--- src/rtl/thermal_pkg.sv ---
package thermal_pkg;
    localparam int NUM_CMP  = 3;
    localparam int IDX_WARN = 0;
    localparam int IDX_SHUT = 1;
    localparam int IDX_COOL = 2;

    typedef struct packed {
        logic warn;
        logic shut;
    } flag_s;
endpackage

--- src/rtl/cmp_conditioner.sv ---
module cmp_conditioner #(
    parameter int FILT_LEN = 4
) (
    input  logic clk,
    input  logic rst_n,
    input  logic raw_i,
    output logic sync_o,
    output logic level_o
);
    localparam int CW = $clog2(FILT_LEN + 1);

    typedef struct packed {
        logic [1:0]    sync;
        logic [CW-1:0] run;
        logic          level;
    } cond_s;

    cond_s st_d, st_q;

    always_comb begin
        st_d      = st_q;
        st_d.sync = {st_q.sync[0], raw_i};
        if (st_q.sync[1] != st_q.level) begin
            if (st_q.run == CW'(FILT_LEN - 1)) begin
                st_d.level = st_q.sync[1];
                st_d.run   = '0;
            end else begin
                st_d.run = st_q.run + 1'b1;
            end
        end else begin
            st_d.run = '0;
        end
    end

    always_ff @(posedge clk or negedge rst_n) begin
        if (!rst_n) st_q <= '0;
        else        st_q <= st_d;
    end

    assign sync_o  = st_q.sync[1];
    assign level_o = st_q.level;
endmodule

--- src/rtl/thermal_flags.sv ---
module thermal_flags
    import thermal_pkg::*;
(
    input  logic clk,
    input  logic rst_n,
    input  logic hot_warn_i,
    input  logic hot_shut_i,
    input  logic cooled_i,
    input  logic shut_clr_i,
    input  logic warn_rdclr_i,
    output logic warn_o,
    output logic shut_o
);
    flag_s fl_d, fl_q;

    always_comb begin
        fl_d = fl_q;
        // set dominates clear; clear needs cooled level
        if (hot_shut_i)                   fl_d.shut = 1'b1;
        else if (shut_clr_i && cooled_i)  fl_d.shut = 1'b0;
        // read-clear only once the warning level has dropped
        if (hot_warn_i)                   fl_d.warn = 1'b1;
        else if (warn_rdclr_i)            fl_d.warn = 1'b0;
    end

    always_ff @(posedge clk or negedge rst_n) begin
        if (!rst_n) fl_q <= '0;
        else        fl_q <= fl_d;
    end

    assign warn_o = fl_q.warn;
    assign shut_o = fl_q.shut;
endmodule

--- src/rtl/thermal_guard.sv ---
module thermal_guard
    import thermal_pkg::*;
#(
    parameter int NUM_BRIDGES = 4,
    parameter int FILT_LEN    = 4
) (
    input  logic                   clk,
    input  logic                   rst_n,
    input  logic                   warn_cmp_i,
    input  logic                   shut_cmp_i,
    input  logic                   cool_cmp_i,
    input  logic                   shut_clr_i,
    input  logic                   warn_rdclr_i,
    output logic                   warn_flag_o,
    output logic                   shut_flag_o,
    output logic                   out_disable_o,
    output logic [NUM_BRIDGES-1:0] hs_allow_o,
    output logic [NUM_BRIDGES-1:0] ls_allow_o
);
    logic [NUM_CMP-1:0] raw_w;
    logic [NUM_CMP-1:0] sync_w;
    logic [NUM_CMP-1:0] filt_w;
    logic               shut_w;

    assign raw_w[IDX_WARN] = warn_cmp_i;
    assign raw_w[IDX_SHUT] = shut_cmp_i;
    assign raw_w[IDX_COOL] = cool_cmp_i;

    for (genvar g = 0; g < NUM_CMP; g++) begin : g_cond
        cmp_conditioner #(.FILT_LEN(FILT_LEN)) u_cond (
            .clk     (clk),
            .rst_n   (rst_n),
            .raw_i   (raw_w[g]),
            .sync_o  (sync_w[g]),
            .level_o (filt_w[g])
        );
    end

    thermal_flags u_flags (
        .clk          (clk),
        .rst_n        (rst_n),
        .hot_warn_i   (filt_w[IDX_WARN]),
        .hot_shut_i   (filt_w[IDX_SHUT]),
        .cooled_i     (filt_w[IDX_COOL]),
        .shut_clr_i   (shut_clr_i),
        .warn_rdclr_i (warn_rdclr_i),
        .warn_o       (warn_flag_o),
        .shut_o       (shut_w)
    );

    for (genvar b = 0; b < NUM_BRIDGES; b++) begin : g_gate
        assign hs_allow_o[b] = ~shut_w;
        assign ls_allow_o[b] = ~shut_w;
    end

    assign shut_flag_o   = shut_w;
    assign out_disable_o = shut_w;
endmodule

--- config.mk ---
export PLATFORM = sky130hd
export DESIGN_NAME = thermal_guard
export DESIGN_NICKNAME = d
export VERILOG_FILES = /design/src/rtl/thermal_pkg.sv /design/src/rtl/cmp_conditioner.sv /design/src/rtl/thermal_flags.sv /design/src/rtl/thermal_guard.sv
export SDC_FILE = /design/constraint.sdc
export NUM_CORES = 1
export LEC_CHECK = 0
export BUFFER_PORTS_ARGS = -buffer_cell sky130_fd_sc_hd__buf_4
export CORE_MARGIN = 4
export CORE_UTILIZATION = 40
export DETAILED_ROUTE_END_ITERATION = 10
export GPL_TIMING_DRIVEN = 0
export SYNTH_ARGS = -nofsm -noshare
export SYNTH_HDL_FRONTEND = slang
export SYNTH_HIERARCHICAL = 1
export SYNTH_SLANG_ARGS = --single-unit
--- constraint.sdc ---
create_clock -name clk -period 1.8 [get_ports clk]
set_input_delay 0.36 -clock clk [delete_from_list [all_inputs] [get_ports clk]]
set_output_delay 0.36 -clock clk [all_outputs]
set_load 0.02 [all_outputs]
==> summary.md <==
| Metric | Value |
|---|---|
| Htree depth | 1 |
| Post-synthesis register bit count | 20 |
| CP Launch Point | u_flags/shut_o |
| Fin crit period | 1.54 ns |
| Power, Total | 1.49 mW |
| Die Footprint | 2740 um^2 |
| Fillers | 166 |
| TritonCTS clock tree | yes |
| Post-synthesis sequential area ratio | 0.637 |
| Routed wire length on met2 | 558 um |
| Die Y | 52.3 um |
| Switching share of total power | 0.333 |
| Core Util, Final | 0.542 |
| Crit path DAT | 1.18 ns |
| Synth warn | 6 |
| Final-report setup violation count | 0 |
| Setup_tns | 0 ns |
| Worst-path fanout max | 8 |
| Routed length on met1 | 465 um |
| Int Power | 0.994 mW |
| Met3 WL post-DR | 55 um |
| WL final | 1.09 mm |
| Post-DP Area | 945 um^2 |
| WHS | 0.166 ns |
| Comb pwr share | 0.438 |
| Dpl hpwl | 832 um |
| Peak VDD IR | 0.759 mV |
| Worst Path Required | 1.44 ns |
| Drc violations | 0 |
| Post-synthesis cell type count | 11 |
| Cts bufs inserted | 3 |
| Syn nets | 64 |
| Net Sw Power | 0.496 mW |
| Io pins | 18 |
| # nets final | 87 |
| Final setup margin | 0.259 ns |
| Layout cells sized above 1 | 0.453 |
| Routed length per instance | 10.9 um |
| Actual slew at the worst max-slew pin | 0.299 ns |
| Initial antenna violation count | 0 |
| Global route total overflow | 0 |
| Pleak | 0.486 nW |
| Min-delay src | shut_cmp_i |
| Layout Cells excl Fill | 100 |
| Hold Path Cell Cnt | 1 |
| Largest net degree at the start of global routing | 21 |
| PwrDens | 1530 nW/um^2 |
| Synthesized area per cell | 14.6 um^2 |
| WHS Endpoint | g_cond[1].u_cond/st_d[5] |
| Max frequency | 649 MHz |
| Starting utilization of the core area | 0.436 |
| CTS Root Cell | clkbuf_4 |
| Slew Viols, Final | 0 |
| CP Capture Type | primary output |
| First-pass GRT wire length | 1.99 mm |
| Core ar. | 1800 um^2 |
| Worst reg2reg setup slack | 0.65 ns |
| Uppermost layer routed | met4 |
| Pre-CTS setup slack | 0.578 ns |
| Rel. slew slack | 0.800 |
| ANT cells | 0 |
| Worst-Skew Late Latency | 0.29 ns |
| Antenna Nets Post-Route | 0 |
| Number of global-route vias before repair | 479 |
| 1st-pass router iterations | 1 |
| Worst Hold Class | in -> reg |
| Drt initial violations | 0 |
| RePlAce Congestion | 0.639 |
| CP startpoint kind | flip-flop |
| Clock share of power | 0.136 |
| R2R cell count | 3 |
| Status | finished clean |
| RSZ-0062 raised after global routing | false |
| Worst-path clk slew | 0.10 ns |
| Vias | 433 |
| GRT Util Overall | 0.103 |
| R2R Path Start | g_cond[2].u_cond/st_q[1] |
| Fin crit share | 0.856 |
| Clock Path Buffers | 2 |
| TritonCTS Sinks | 20 |
| Crit Path Category | reg -> out |
| # port buffers | 17 |
| Post-Syn Area | 786 um^2 |
| Mapped Cells | 54 |
| Worst Skew | 0.00263 ns |
| Final Instance Area | 977 um^2 |
| Area Overhead vs Synth | 24.4% |
| Rows | 15 |
| Die W | 52.3 um |
| Placed Cells | 96 |
| DR vias/cell | 4.33 |
| Reg power frac | 0.426 |
| Max-cap violations | 0 |
| Final Hold Viols | 0 |
| Worst r2r dst | g_cond[2].u_cond/level_o |
cell usage after synthesis:
cell,instances,share of area
nor3b_1,6,0.057
ha_1,3,0.048
dfrtp_1,20,0.64
mux2_2,3,0.043
nor3_1,3,0.019
inv_1,2,0.0096
nor2b_4,3,0.053
a21o_1,2,0.019
nand2_1,1,0.0048
buf_4,8,0.076
xnor2_1,3,0.033
metal layers:
layer / vias up / GRT usage
met2: 7 / 0.155
met3: 2 / 0.0370
met5: - / 0
li1: 213 / -
met4: 0 / 0.0766
met1: 211 / 0.119
worst max-delay path, cell delays in order (launching register included):
cell and delay (ns):
dfrtp_1 0.42, inv_1 0.19, buf_4 0.15, buf_4 0.13
sequential cells by signal (all words and copies together), names as in the netlist:
signal / flops
g_cond.u_cond/st_d: 3
g_cond.u_cond/st_q: 9
g_cond.u_cond/level_o: 3
g_cond.u_cond/sync_o: 3
u_flags/shut_o: 1
u_flags/warn_o: 1
worst max path at each step:
stage               slack, ns             to  cells past startpoint
floorplan                0.50  hs_allow_o[1]                      2
global placement         0.60  hs_allow_o[3]                      3
detailed placement       0.58  hs_allow_o[1]                      3
CTS                      0.23  hs_allow_o[1]                      3
global route             0.16  hs_allow_o[1]                      3
finish                   0.26  hs_allow_o[1]                      3
final cells by class:
type / instances / area (um^2) / share of cell area
sequential: 20 / 500 / 0.512
buffer: 8 / 60.1 / 0.0615
multi-input combinational: 24 / 218 / 0.223
timing repair buffer: 18 / 138 / 0.141
clock buffer: 3 / 22.5 / 0.0230
tap: 25 / 31.3 / 0.0320
inverter: 2 / 7.51 / 0.00768
what timing repair did:
item,4_1_cts,5_1_grt
endpoints found under the setup margin,0,0
resized for setup,0,0
hold endpoints to repair,20,0
hold buffers,1,0
setup buffers,0,0
kinds of logic (layout without fill, tap and decap cells):
logic type	count (synthesis)	in the layout	synth area share
DFF	20	20	0.637
and+or+nand+nor	13	13	0.134
buffers and inverters	10	31	0.0860
adders and majority gates	3	3	0.0478
xor gates and xnor gates	3	3	0.0334
muxes	3	3	0.0430
AOI/OAI and AO/OA	2	2	0.0191
power groups by stage:
stage,clock (mW),combinational [mW],sequential (mW)
2_1_floorplan,0,0.422,0.657
3_3_place_gp,0,0.652,0.642
3_5_place_dp,0,0.660,0.649
4_1_cts,0.213,0.663,0.640
5_1_grt,0.235,0.705,0.654
6_report,0.203,0.652,0.635
cell usage in the layout, fill, tap and decap left out:
cell            n
buf_4          25
dfrtp_1        20
nor3b_1         6
clkbuf_4        3
xnor2_1         3
nor2b_4         3
nor3_1          3
mux2_2          3
ha_1            3
inv_1           2
a21o_1          2
dlygate4sd3_1   1
nand2_1         1
No activity file was read; power rests on OpenSTA's default activity.
